[src/rtl/adc_chain_pkg.sv]
// Shared definitions for the cascaded ADC chain reader.
// Assumes: nothing beyond IEEE 1800-2017 packages.
package adc_chain_pkg;

    // Frame engine states: waiting for data-ready, clocking bits, waiting for data-ready to rise.
    typedef enum logic [1:0] {
        FR_IDLE  = 2'd0,
        FR_SHIFT = 2'd1,
        FR_DRAIN = 2'd2
    } frame_state_e;

endpackage

[src/rtl/chain_sync_pulse.sv]
// Generates the shared active-low synchronization pulse.
// A one-cycle request starts a pulse SYNC_CYC cycles long; requests during a pulse are dropped.
// Assumes: sync_req is synchronous to clk.
module chain_sync_pulse #(
    parameter int SYNC_CYC = 4
) (
    input  logic clk,
    input  logic rst_n,
    input  logic sync_req,
    output logic sync_n
);

    localparam int CNT_W = $clog2(SYNC_CYC + 1);

    logic [CNT_W-1:0] remain_q;

    // Load the pulse length on an accepted request, then count it down.
    always_ff @(posedge clk) begin
        if (!rst_n) begin
            remain_q <= '0;
        end else if (remain_q == '0) begin
            if (sync_req) begin
                remain_q <= CNT_W'(SYNC_CYC);
            end
        end else begin
            remain_q <= remain_q - 1'b1;
        end
    end

    assign sync_n = (remain_q == '0);

endmodule

[src/rtl/chain_serial_engine.sv]
// Frame engine: watches data-ready, drives the serial clock (and chip select when driven),
// samples the return line on each rising clock edge, and writes each finished 24-bit word
// into the word bank with its chain position.
// Assumes: drdy_n is asynchronous and is synchronized here. sdo changes only after falling
// sclk edges, which this block produces itself. SCLK_DIV is the half period in clk cycles.
module chain_serial_engine
    import adc_chain_pkg::*;
#(
    parameter int N_DEV     = 4,
    parameter int WORD_W    = 24,
    parameter int SCLK_DIV  = 2,
    parameter bit CS_DRIVEN = 1'b1,
    parameter int IDX_W     = 2
) (
    input  logic              clk,
    input  logic              rst_n,
    input  logic              drdy_n,
    input  logic              sdo,
    output logic              sclk,
    output logic              cs_n,
    output logic              wr_en,
    output logic [IDX_W-1:0]  wr_idx,
    output logic [WORD_W-1:0] wr_data,
    output logic              frame_done,
    output logic              frame_err
);

    localparam int BIT_W = $clog2(WORD_W);
    localparam int DIV_W = (SCLK_DIV > 1) ? $clog2(SCLK_DIV) : 1;

    frame_state_e      state_q;
    logic [2:0]        drdy_pipe_q;
    logic [DIV_W-1:0]  div_q;
    logic [BIT_W-1:0]  bit_q;
    logic [IDX_W-1:0]  word_q;
    logic [WORD_W-1:0] shift_q;
    logic              sclk_q;

    logic              drdy_lvl;
    logic              drdy_fall;
    logic              half_tick;
    logic              last_bit;
    logic              last_word;
    logic [WORD_W-1:0] shift_next;

    // Bring data-ready into the clock domain and keep one older copy for edge detection.
    always_ff @(posedge clk) begin
        if (!rst_n) begin
            drdy_pipe_q <= 3'b111;
        end else begin
            drdy_pipe_q <= {drdy_pipe_q[1:0], drdy_n};
        end
    end

    // Decode data-ready level and edge, divider expiry and frame position.
    always_comb begin
        drdy_lvl   = drdy_pipe_q[1];
        drdy_fall  = drdy_pipe_q[2] & ~drdy_pipe_q[1];
        half_tick  = (div_q == DIV_W'(SCLK_DIV - 1));
        last_bit   = (bit_q == BIT_W'(WORD_W - 1));
        last_word  = (word_q == IDX_W'(N_DEV - 1));
        shift_next = {shift_q[WORD_W-2:0], sdo};
    end

    // Frame state machine, serial clock divider and bit capture.
    always_ff @(posedge clk) begin
        if (!rst_n) begin
            state_q    <= FR_IDLE;
            div_q      <= '0;
            bit_q      <= '0;
            word_q     <= '0;
            shift_q    <= '0;
            sclk_q     <= 1'b1;
            wr_en      <= 1'b0;
            wr_idx     <= '0;
            wr_data    <= '0;
            frame_done <= 1'b0;
            frame_err  <= 1'b0;
        end else begin
            wr_en      <= 1'b0;
            frame_done <= 1'b0;
            frame_err  <= 1'b0;
            case (state_q)
                FR_IDLE: begin
                    if (drdy_fall) begin
                        state_q <= FR_SHIFT;
                        div_q   <= '0;
                        bit_q   <= '0;
                        word_q  <= '0;
                        sclk_q  <= 1'b1;
                    end
                end
                FR_SHIFT: begin
                    if (drdy_lvl) begin
                        state_q   <= FR_IDLE;
                        sclk_q    <= 1'b1;
                        frame_err <= 1'b1;
                    end else if (half_tick) begin
                        div_q  <= '0;
                        sclk_q <= ~sclk_q;
                        if (!sclk_q) begin
                            shift_q <= shift_next;
                            if (last_bit) begin
                                bit_q   <= '0;
                                wr_en   <= 1'b1;
                                wr_idx  <= word_q;
                                wr_data <= shift_next;
                                word_q  <= word_q + 1'b1;
                                if (last_word) begin
                                    state_q    <= FR_DRAIN;
                                    frame_done <= 1'b1;
                                end
                            end else begin
                                bit_q <= bit_q + 1'b1;
                            end
                        end
                    end else begin
                        div_q <= div_q + 1'b1;
                    end
                end
                FR_DRAIN: begin
                    if (drdy_lvl) begin
                        state_q <= FR_IDLE;
                    end
                end
                default: begin
                    state_q <= FR_IDLE;
                end
            endcase
        end
    end

    assign sclk = sclk_q;

    // Chip select variant picked by parameter: frame-wide select, or held low permanently.
    generate
        if (CS_DRIVEN) begin : g_cs_driven
            assign cs_n = (state_q != FR_SHIFT);
        end else begin : g_cs_tied
            assign cs_n = 1'b0;
        end
    endgenerate

endmodule

[src/rtl/chain_word_bank.sv]
// One register per chain position, holding the words of the frame in progress.
// Assumes: only one write per cycle. Reads are combinational by index.
module chain_word_bank #(
    parameter int N_DEV  = 4,
    parameter int WORD_W = 24,
    parameter int IDX_W  = 2
) (
    input  logic              clk,
    input  logic              rst_n,
    input  logic              wr_en,
    input  logic [IDX_W-1:0]  wr_idx,
    input  logic [WORD_W-1:0] wr_data,
    input  logic [IDX_W-1:0]  rd_idx,
    output logic [WORD_W-1:0] rd_data
);

    logic [WORD_W-1:0] slot_q [N_DEV];

    generate
        for (genvar i = 0; i < N_DEV; i++) begin : g_slot
            // Capture the word addressed to this position.
            always_ff @(posedge clk) begin
                if (!rst_n) begin
                    slot_q[i] <= '0;
                end else if (wr_en && (wr_idx == IDX_W'(i))) begin
                    slot_q[i] <= wr_data;
                end
            end
        end
    endgenerate

    // Select the slot addressed by the sequencer.
    always_comb begin
        rd_data = '0;
        for (int i = 0; i < N_DEV; i++) begin
            if (rd_idx == IDX_W'(i)) begin
                rd_data = slot_q[i];
            end
        end
    end

endmodule

[src/rtl/chain_word_sequencer.sv]
// Releases a finished frame word by word, nearest device first, one word per cycle.
// Assumes: frame_done arrives at least N_DEV cycles apart, which any legal frame guarantees.
module chain_word_sequencer #(
    parameter int N_DEV  = 4,
    parameter int WORD_W = 24,
    parameter int IDX_W  = 2
) (
    input  logic              clk,
    input  logic              rst_n,
    input  logic              frame_done,
    input  logic [WORD_W-1:0] rd_data,
    output logic [IDX_W-1:0]  rd_idx,
    output logic [WORD_W-1:0] word_data,
    output logic [IDX_W-1:0]  word_idx,
    output logic              word_valid
);

    logic             busy_q;
    logic [IDX_W-1:0] idx_q;

    // Walk the index from 0 to N_DEV-1 after each completed frame.
    always_ff @(posedge clk) begin
        if (!rst_n) begin
            busy_q <= 1'b0;
            idx_q  <= '0;
        end else if (frame_done) begin
            busy_q <= 1'b1;
            idx_q  <= '0;
        end else if (busy_q) begin
            if (idx_q == IDX_W'(N_DEV - 1)) begin
                busy_q <= 1'b0;
            end else begin
                idx_q <= idx_q + 1'b1;
            end
        end
    end

    assign rd_idx     = idx_q;
    assign word_valid = busy_q;
    assign word_idx   = idx_q;
    assign word_data  = busy_q ? rd_data : '0;

endmodule

[src/rtl/adc_chain_reader.sv]
// Top level of the cascaded ADC chain reader. Connects the sync pulse generator, the frame
// engine, the word bank and the output sequencer.
// Assumes: data-ready stays low for at least DRDY_LOW_CYC clk cycles per conversion. The
// configuration check below refuses settings whose frame would not fit in that window.
module adc_chain_reader #(
    parameter int N_DEV        = 4,
    parameter int WORD_W       = 24,
    parameter int SCLK_DIV     = 2,
    parameter bit CS_DRIVEN    = 1'b1,
    parameter int SYNC_CYC     = 4,
    parameter int DRDY_LOW_CYC = 1000,
    parameter int IDX_W        = (N_DEV > 1) ? $clog2(N_DEV) : 1
) (
    input  logic              clk,
    input  logic              rst_n,
    input  logic              sync_req,
    output logic              sync_n,
    input  logic              drdy_n,
    input  logic              sdo,
    output logic              sclk,
    output logic              cs_n,
    output logic [WORD_W-1:0] word_data,
    output logic [IDX_W-1:0]  word_idx,
    output logic              word_valid,
    output logic              frame_err
);

    localparam int FRAME_BITS   = N_DEV * WORD_W;
    localparam int FRAME_CYC    = FRAME_BITS * 2 * SCLK_DIV;
    localparam int SETUP_MARGIN = 8;

    // Reject configurations whose frame cannot finish inside the data-ready low window.
    generate
        if (N_DEV < 1 || N_DEV > 8 || SCLK_DIV < 1 || WORD_W < 2 ||
            FRAME_CYC + SETUP_MARGIN > DRDY_LOW_CYC) begin : g_cfg_bad
            $error("adc_chain_reader: frame of %0d cycles exceeds data-ready window %0d",
                   FRAME_CYC + SETUP_MARGIN, DRDY_LOW_CYC);
        end
    endgenerate

    logic              wr_en;
    logic [IDX_W-1:0]  wr_idx;
    logic [WORD_W-1:0] wr_data;
    logic              frame_done;
    logic [IDX_W-1:0]  rd_idx;
    logic [WORD_W-1:0] rd_data;

    chain_sync_pulse #(
        .SYNC_CYC (SYNC_CYC)
    ) u_sync (
        .clk      (clk),
        .rst_n    (rst_n),
        .sync_req (sync_req),
        .sync_n   (sync_n)
    );

    chain_serial_engine #(
        .N_DEV     (N_DEV),
        .WORD_W    (WORD_W),
        .SCLK_DIV  (SCLK_DIV),
        .CS_DRIVEN (CS_DRIVEN),
        .IDX_W     (IDX_W)
    ) u_engine (
        .clk        (clk),
        .rst_n      (rst_n),
        .drdy_n     (drdy_n),
        .sdo        (sdo),
        .sclk       (sclk),
        .cs_n       (cs_n),
        .wr_en      (wr_en),
        .wr_idx     (wr_idx),
        .wr_data    (wr_data),
        .frame_done (frame_done),
        .frame_err  (frame_err)
    );

    chain_word_bank #(
        .N_DEV  (N_DEV),
        .WORD_W (WORD_W),
        .IDX_W  (IDX_W)
    ) u_bank (
        .clk     (clk),
        .rst_n   (rst_n),
        .wr_en   (wr_en),
        .wr_idx  (wr_idx),
        .wr_data (wr_data),
        .rd_idx  (rd_idx),
        .rd_data (rd_data)
    );

    chain_word_sequencer #(
        .N_DEV  (N_DEV),
        .WORD_W (WORD_W),
        .IDX_W  (IDX_W)
    ) u_seq (
        .clk        (clk),
        .rst_n      (rst_n),
        .frame_done (frame_done),
        .rd_data    (rd_data),
        .rd_idx     (rd_idx),
        .word_data  (word_data),
        .word_idx   (word_idx),
        .word_valid (word_valid)
    );

endmodule

[config.mk]
export PLATFORM = sky130hd
export DESIGN_NAME = adc_chain_reader
export DESIGN_NICKNAME = d
export VERILOG_FILES = /design/src/rtl/adc_chain_pkg.sv /design/src/rtl/chain_sync_pulse.sv /design/src/rtl/chain_serial_engine.sv /design/src/rtl/chain_word_bank.sv /design/src/rtl/chain_word_sequencer.sv /design/src/rtl/adc_chain_reader.sv
export SDC_FILE = /design/constraint.sdc
export NUM_CORES = 1
export LEC_CHECK = 0
export BUFFER_PORTS_ARGS = -buffer_cell sky130_fd_sc_hd__clkbuf_2
export CORE_ASPECT_RATIO = 0.6
export CORE_MARGIN = 4
export CORE_UTILIZATION = 55
export DETAILED_ROUTE_END_ITERATION = 8
export PLACE_DENSITY_LB_ADDON = 0.15
export SYNTH_ARGS = -nofsm -noshare
export SYNTH_HDL_FRONTEND = slang
export SYNTH_HIERARCHICAL = 1
export SYNTH_SLANG_ARGS = --single-unit
[constraint.sdc]
create_clock -name clk -period 6.8 [get_ports clk]
set_input_delay 1.02 -clock clk [delete_from_list [all_inputs] [get_ports clk]]
set_output_delay 1.02 -clock clk [all_outputs]
set_load 0.05 [all_outputs]
# Word-level counts from Yosys, hierarchy flattened
# Memory sizes are Yosys's and may differ from the RTL's.
# Index checks and enable logic that the tools add are counted.
dict set report classes {
  bitwise_logic 12
  eq_ne 22
  reduce_logical 21
  n_addsub 5
  n_mux 58
}
# op count
set op_table {}
lappend op_table {{$mux 24} 9}
lappend op_table {{$mux 1} 25}
lappend op_table {{$mux 5} 5}
lappend op_table {{$mux 2} 12}
lappend op_table {{$eq 2x2->1 const B} 6}
lappend op_table {{$reduce_and 6->1} 2}
lappend op_table {{$ne 2x1->1 const B} 5}
lappend op_table {{$pmux 5 s2} 1}
lappend op_table {{$reduce_and 5->1} 2}
lappend op_table {{$ne 3x1->1 const B} 3}
lappend op_table {{$not 1->1} 7}
lappend op_table {{$eq 2x1->1 const B} 3}
lappend op_table {{$logic_not 2->1} 3}
lappend op_table {{$mux 3} 2}
lappend op_table {{$ne 2x2->1 const B} 3}
lappend op_table {{$pmux 2 s3} 1}
lappend op_table {{$reduce_and 3->1} 2}
lappend op_table {{$reduce_or 6->1} 1}
lappend op_table {{$add 5x1->5 const B} 1}
lappend op_table {{$eq 5x5->1 const B} 1}
lappend op_table {{$reduce_or 5->1} 1}
lappend op_table {{$add 2x1->2 const B} 2}
lappend op_table {{$logic_and 1x1->1} 4}
lappend op_table {{$or 1x1->1} 4}
lappend op_table {{other kinds (11)} 13}
dict set report word_totals {
  register_bits 72
  n_memories 1
  in_bits 5
  out_inout_bits 31
  word_cells 134
  ramBits 96
}
# memory words width rd rd_ports_with_merged_regs write_ports line_no
set memory_table {}
lappend memory_table {u_bank.slot_q 4 24 4 0 4 chain_word_bank.sv:17} ;# logic [WORD_W-1:0] slot_q [N_DEV];

# Depth between registers and ports, before layout
# Gate-level depths: netlist (run 1).
dict set report depth {
  word_depth 7
  depth_mapped 7
}

# Hierarchy
# Netlist (run 1), hierarchy kept.
# module area_per_inst_um2 seq_area_each_um2 instances cells_per_inst
set by_module_without_submodules {}
lappend by_module_without_submodules {chain_word_bank 4216.5 2882.8 1 241}
lappend by_module_without_submodules {chain_serial_engine 2543.7 1321.3 1 302}
lappend by_module_without_submodules {chain_word_sequencer 297.8 60.1 1 39}
lappend by_module_without_submodules {chain_sync_pulse 151.4 60.1 1 17}

# Least setup slack after synthesis (run 1)
# No wires, ideal clock.
dict set report synth_path {
  path_kind {register to register}
  startpoint {reg u_engine.wr_idx[1]}
  endpoint {mem u_bank.slot_q[0][0], enable pin}
  slack_ns 4.154
  t_arrival_ns 2.208
  path_stages_with_launch 3
  required_ns 6.362
  cell_sequence {dfxtp_1 -> nand2b_1 -> o21ai_0}
}
# item line_no
set synth_rtl {}
lappend synth_rtl {{start, declared} chain_serial_engine.sv:22} ;# output logic [IDX_W-1:0] wr_idx,
lappend synth_rtl {{start signal, assigned} chain_serial_engine.sv:106} ;# wr_idx <= word_q;
lappend synth_rtl {{end, declared} chain_word_bank.sv:17}

# Worst setup path after layout (run 1)
dict set report layout_path {
  startpoint {reg u_seq.idx_q[0] (netlist: u_seq/rd_idx[0])}
  endpoint {out word_data[0]}
}
dict set report layout_between {
  elab_chain_len 6
  elab_cells_between_ends 9
  classes_between {3 x eq/ne; 5 x mux; 1 x reduce/logical}
}
# item line_no
set layout_rtl {}
lappend layout_rtl {{start, declared} chain_word_sequencer.sv:19} ;# logic [IDX_W-1:0] idx_q;
lappend layout_rtl {{start signal, assigned} chain_word_sequencer.sv:33} ;# idx_q <= idx_q + 1'b1;
lappend layout_rtl {{$logic_not 2->1} chain_word_bank.sv:36} ;# if (rd_idx == IDX_W'(i)) begin
lappend layout_rtl {{$mux 24 (3 in series)} chain_word_bank.sv:36}
lappend layout_rtl {{$mux 24 (*)} chain_word_bank.sv:36}
lappend layout_rtl {{named net rd_data[0]} adc_chain_reader.sv:46} ;# logic [WORD_W-1:0] rd_data;
lappend layout_rtl {{$mux 24 (*)} chain_word_sequencer.sv:41} ;# assign word_data = busy_q ? rd_data : '0;
lappend layout_rtl {{end, declared} adc_chain_reader.sv:22} ;# output logic [WORD_W-1:0] word_data,
# The timed path passes the listed nets; every way through them passes the cells marked *.

==> results.py, run 1 <==
metrics = {
    "pwr": {
        "combPwrFrac_pct": 4.9,
        "switching_share_pct": 22.9,
        "p_clk_share_pct": 42.8,
        "p_leak_uw": 0.00294,
        "internal-power_uw": 1650,
        "power.density_nw_per_um2": 268,
        "vdd_drop_max_uv": 148,
        "power_switching_uw": 491,
        "power_frac_seq_pct": 52.3,
    },
    "cells_and_area": {
        "final_nets": 626,
        "insertedDiodeCount": 0,
        "register_area_um2": 4330,
        "multi_input_comb_area_um2": 2690,
        "drive_gt1_share_pct": 16.5,
        "fillers": 995,
        "syn_to_final_growth_pct": 11.0,
        "finalNonFillerCells": 799,
    },
    "worst_setup_path": {
        "cp.required_ps": 5780,
        "worstPathArrival_ps": 2430,
        "path_max_fanout": 27,
        "cp-startpoint": "u_seq/rd_idx[0]$_SDFFE_PP0P_",
        "start_kind": "flop",
        "r2r_slack_ps": 4450,
        "endpoint": "word_data[0]",
        "r2r_start": "u_engine/bit_q[0]$_SDFFE_PN0P_",
        "endpoint_kind": "primary output",
        "r2r-end": "u_engine/wr_data[18]$_SDFFE_PN0P_",
        "crit_type": "flop to primary output",
        "rr_worst_depth": 5,
    },
    "yosys": {
        "synth.largest_area_cell": "edfxtp_1",
        "synth_flop_cell": "edfxtp_1",
        "seq_area_frac_synth_pct": 60.0,
        "syn_area_um2": 7210,
        "ys_ff_latch": 168,
        "synth_nets": 609,
        "synth-edff-count": 96,
        "yosysUniqueCellTypes": 49,
        "netlist_instances": 599,
        "yosysMostFrequentCell": "and2_1",
        "synthArstFlopShare_pct": 0,
        "ys_warn_count": 6,
        "synth_area_leaders": "edfxtp_1 40%, dfxtp_1 20%, and2_1 10%",
        "yosysTopAreaCellShare_pct": 40.0,
        "synth.avg_cell_area_um2": 12.0,
        "synth_commonest_cells": "121 x and2_1, 96 x edfxtp_1, 84 x nand2_1",
    },
    "clocking": {
        "clk_path_buf_depth": 2,
        "ctsHtreeMaxLevel": 4,
        "clock_latency_ps": 420,
        "cts_resized": 0,
        "postCtsSetupBuffers": 0,
        "postCtsHoldBufs": 0,
        "cts_sinks": 168,
        "cts-root-buf": "clkbuf_16",
        "cts_buffers": 17,
        "clkTransAtPathRegs_ps": 60,
        "cts_tree": "built",
    },
    "global_route": {
        "grt_max_degree": 90,
        "grt_pass1_wl_mm": 23.5,
        "overflow": 0,
        "track_usage_pct": 20.1,
        "antenna_found_initial": 0,
        "grt_pass1_vias": 4378,
    },
    "die": {
        "die_w_um": 156,
        "pin_count": 36,
        "num_rows": 32,
        "die_y_um": 96.7,
        "core-area_um2": 12900,
        "die_area_um2": 15100,
        "start_util_pct": 56.1,
    },
    "sta": {
        "hold_viol_final": 0,
        "layout_min_cycle_time_ps": 3450,
        "final.period_utilization_pct": 50.8,
        "relSlewSlack_pct": 25.7,
        "fin_worst_skew_ps": 11.2,
        "slew_violations": 0,
        "tightest_slew_ps": 1110,
        "maxClockFrequency_mhz": 290,
        "fin_tns_setup_ps": 0,
        "setup_viol": 0,
        "rsz0062_at_grt": "false",
    },
    "placed_design": {
        "dp_cells": 767,
        "dp_hpwl_mm": 8.38,
        "place_congestion": 0.793,
        "io_buffer_count": 35,
    },
    "drt": {
        "post_drt_wl_per_cell_um": 17.9,
        "ant_nets": 0,
        "viasPerCell": 5.55,
        "drc_errors": 0,
        "wl_mm": 14.3,
        "drt_iter0_drc": 309,
        "dr.pass1.iters": 6,
        "vias": 4438,
    },
    "flow_run": {
        "max_cap_violations": 0,
    },
    "min_path": {
        "hold_path_class": "flop to flop",
    },
    "outcome": {
        "status": "finished, final reports clean",
    },
}
==> flip-flops by register name (all words and copies together) (netlist names), 2 cells and up <==
name and flops:
u_bank/slot_q 96, u_engine/bit_q 5, u_engine/drdy_pipe_q 3, u_engine/shift_q 23
u_engine/state_q 2, u_engine/word_q 2, u_engine/wr_data 24, u_engine/wr_idx 2
u_seq/rd_idx 2, u_sync/remain_q 3
==> placed cells by master, fill, tap and decap left out, types with 2 or more instances in the layout <==
cell / instances
and3_1: 4
clkbuf_16: 17
ha_1: 5
inv_6: 6
buf_4: 2
nand2_1: 84
inv_1: 3
clkinvlp_4: 4
o21ai_4: 4
dfxtp_1: 71
nor2b_1: 4
nor2_1: 10
and2_1: 121
and2b_2: 2
nand2b_1: 8
mux4_1: 4
a21oi_1: 5
a21boi_1: 5
mux4_2: 20
o21ai_0: 4
nand3_1: 60
edfxtp_1: 96
clkbuf_2: 34
clkinv_4: 2
mux2i_1: 3
a21boi_0: 21
and4b_1: 3
==> kinds of logic (layout without fill, tap and decap cells) <==
family,Yosys count,after routing,synth area share [%]
buf+inv,43,73,3.30
fa+ha+maj,5,5,0.868
compound gates,50,50,4.91
mux,27,27,8.12
flops,168,168,60.0
simple gates,305,305,22.7
xor+xnor,1,1,0.122
==> worst min-delay path by stage <==
stage,from,endpoint,slack (ps),cells after the start
2_1_floorplan,u_engine/drdy_pipe_q[0]$_SDFF_PN1_,u_engine/drdy_pipe_q[1]$_SDFF_PN1_,390,1
3_3_place_gp,u_engine/drdy_pipe_q[0]$_SDFF_PN1_,u_engine/drdy_pipe_q[1]$_SDFF_PN1_,400,1
6_report,u_engine/drdy_pipe_q[0]$_SDFF_PN1_,u_engine/drdy_pipe_q[1]$_SDFF_PN1_,410,1
5_1_grt,u_engine/drdy_pipe_q[0]$_SDFF_PN1_,u_engine/drdy_pipe_q[1]$_SDFF_PN1_,460,1
4_1_cts,u_engine/drdy_pipe_q[0]$_SDFF_PN1_,u_engine/drdy_pipe_q[1]$_SDFF_PN1_,410,1
3_5_place_dp,u_engine/drdy_pipe_q[0]$_SDFF_PN1_,u_engine/drdy_pipe_q[1]$_SDFF_PN1_,400,1
==> power by group through the flow <==
stage          registers (µW)  logic, µW  clock network [µW]
2_1_floorplan            1140       83.4                   0
3_3_place_gp             1140        101                   0
3_5_place_dp             1150        105                   0
4_1_cts                  1120        105                 938
5_1_grt                  1130        115                 983
6_report                 1120        104                 918
==> routing by layer <==
| layer | part of all wire [%] | global-route usage, % | up-vias |
|---|---|---|---|
| met5 | 0 | 0 | - |
| met4 | 0.94 | 5.18 | 0 |
| met3 | 5.8 | 4.65 | 15 |
| met2 | 44 | 28.9 | 121 |
| met1 | 50 | 30.9 | 2166 |
| li1 | - | - | 2136 |
==> metrics by stage <==
step | hold slack, ps | utilization, % | total power [µW] | area, µm² | setup WS, ps
detailed placement | 397 | 57.9 | 1250 | 7440 | 3680
floorplan | 386 | - | 1220 | 7210 | 4150
global route | 456 | 62.3 | 2220 | 8000 | 3130
global placement | 398 | 57.9 | 1240 | 7440 | 3710
finish | 412 | 62.3 | 2150 | 8000 | 3350
CTS | 414 | 62.3 | 2170 | 8000 | 3240
==> critical path, stage by stage, from the launching register on <==
cell and delay [ps]:
dfxtp_2 950, mux4_1 650, and2_1 170, clkbuf_2 230
==> final cells by class <==
cell class                      instances  area share (%)
Clock inverter                         15            1.75
Tap cell                              170            2.66
Clock buffer                           17            5.32
Sequential cell                       168            54.1
Timing Repair Buffer                   37            2.38
Multi-Input combinational cell        388            33.7
Inverter                                4           0.188
Note: power is estimated with default switching activity, not from simulation.
==> run 2: changes to the inputs <==
==> constraint.sdc (replaced) <==
create_clock -name clk -period 2.85 [get_ports clk]
set_input_delay 0.4275 -clock clk [delete_from_list [all_inputs] [get_ports clk]]
set_output_delay 0.4275 -clock clk [all_outputs]
set_load 0.05 [all_outputs]
==> run 2 against run 1 <==
  * First-iteration DRC count shrank 9.7%
  * Via count grew 0.86%
  * Global-route usage grew 0.25 points
  * Sequential share of layout area shrank 0.95 points
  * Cell area grew 1.8%
  * Sequential cell count is the same
  * Critical path type unchanged
  * Critical endpoint unchanged
  * Largest power group unchanged
==> results.py, run 2 (synthesized netlist as in run 1, its figures left out) <==
metrics = {
    "outcome": {
        "status": "finished, final reports clean",
    },
    "worst_setup_path": {
        "cp.depth": 4,
        "path_buf_inv": 2,
        "crit_type": "flop to primary output",
        "cp-startpoint": "u_seq/rd_idx[0]$_SDFFE_PP0P_",
        "worstPathArrival_ps": 2280,
        "path_max_fanout": 12,
        "endpoint_kind": "primary output",
        "start_kind": "flop",
        "r2r-end": "u_engine/wr_data[9]$_SDFFE_PN0P_",
        "r2r_slack_ps": 790,
        "r2r_start": "u_engine/bit_q[0]$_SDFFE_PN0P_",
        "rr_worst_depth": 6,
        "critPathSlowestCell": "dfxtp_2",
        "slowest_delay_ps": 620,
        "cp.required_ps": 2420,
        "cp_top_family": "flip-flops",
        "crit_chain": "buf_4 -> mux4_1 -> and2_1 -> clkbuf_2",
    },
    "sta": {
        "rsz0062_at_grt": "false",
        "layout_min_cycle_time_ps": 2710,
        "tightest_slew_ps": 1020,
        "maxClockFrequency_mhz": 369,
        "hold_viol_final": 0,
        "setup_viol": 0,
        "final.period_utilization_pct": 95.1,
        "slew_violations": 0,
        "fin_worst_skew_ps": 5.60,
        "fin_tns_setup_ps": 0,
        "fin_ws_ps": 141,
        "relSlewSlack_pct": 31.8,
    },
    "clocking": {
        "ctsHtreeMaxLevel": 4,
        "cts_resized": 0,
        "cts-root-buf": "clkbuf_16",
        "cts_buffers": 17,
        "cts_sinks": 168,
        "clkTransAtPathRegs_ps": 60,
        "postCtsHoldBufs": 0,
        "cts_tree": "built",
        "clock_latency_ps": 420,
        "clk_path_buf_depth": 2,
        "postCtsSetupBuffers": 0,
    },
    "min_path": {
        "hold_path_class": "primary input to flop",
        "hp-start": "drdy_n",
        "whs_endpoint": "u_engine/drdy_pipe_q[0]$_SDFF_PN1_",
        "min_path_cells": 2,
    },
    "die": {
        "die_y_um": 96.7,
        "pin_count": 36,
        "die_w_um": 156,
        "num_rows": 32,
        "die_area_um2": 15100,
        "start_util_pct": 56.1,
        "core-area_um2": 12900,
    },
    "drt": {
        "wl_mm": 14.8,
        "ant_nets": 0,
        "vias": 4476,
        "drt_iter0_drc": 279,
        "viasPerCell": 5.53,
        "drc_errors": 0,
        "post_drt_wl_per_cell_um": 18.3,
        "dr.pass1.iters": 5,
    },
    "flow_run": {
        "max_cap_violations": 0,
    },
    "cells_and_area": {
        "final_util_pct": 63.4,
        "layout_common_cells": "121 x and2_1, 96 x edfxtp_1, 84 x nand2_1",
        "final_nets": 637,
        "largest_register_ffs": 96,
        "syn_to_final_growth_pct": 13.0,
        "fillers": 985,
        "final_common_cell": "and2_1",
        "insertedDiodeCount": 0,
        "regMostFlops": "u_bank/slot_q",
        "drive_gt1_share_pct": 17.8,
        "reg.largest.list": "u_bank/slot_q: 96 flops, u_engine/wr_data: 24 flops, u_engine/shift_q: 23 flops",
    },
    "global_route": {
        "grt_pass1_vias": 4351,
        "grt_max_degree": 68,
        "antenna_found_initial": 0,
        "track_usage_pct": 20.3,
        "overflow": 0,
        "grt_pass1_wl_mm": 23.7,
    },
    "pwr": {
        "p_leak_uw": 0.00303,
        "power.density_nw_per_um2": 654,
        "vdd_drop_max_uv": 416,
    },
    "placed_design": {
        "place_congestion": 0.834,
        "post-place-ws_ps": 564,
        "io_buffer_count": 35,
        "dp_hpwl_mm": 9.27,
    },
}
-- run 2: through the flow --
stage,instances,hold slack [ps],instance area (µm²),total power (µW)
after floorplan,599,386,7210,2920
after global placement,778,396,7530,2980
after detailed placement,778,399,7530,2990
after CTS,810,182,8140,5360
after global routing,810,190,8140,5500
final,810,192,8140,5320
-- run 2: cell type report --
type	count	area, µm²	share of cell area, %
clock buffers	17	425	5.22
clock inverters	15	188	2.30
inverters	4	15.0	0.184
multi-input cells	388	2690	33.1
flip-flops and latches	168	4330	53.1
well taps	170	213	2.61
repair buffers	48	285	3.50
-- run 2: where the power goes --
group	internal [µW]	switching, µW	total [µW]
Combinational	86.6	164	251
Sequential	2650	38.2	2680
Clock	1400	989	2390
-- run 2: metal layers --
metal  GRT usage (%)  routed length, µm  up-vias
met2            30.7               6730      111
met3            5.59                879        4
met4            3.90                 61        0
li1                -                  -     2156
met1            29.9               7160     2205
met5               0                  0        -
-- run 2: worst max path at each step --
stage / endpoint / slack [ps]
after floorplan: u_bank/slot_q[0][0]$_SDFFCE_PN0P_ / 200
after detailed placement: word_data[0] / 560
after global placement: word_data[2] / 640
after CTS: word_data[0] / 110
final: word_data[0] / 140
after global routing: word_data[2] / 50
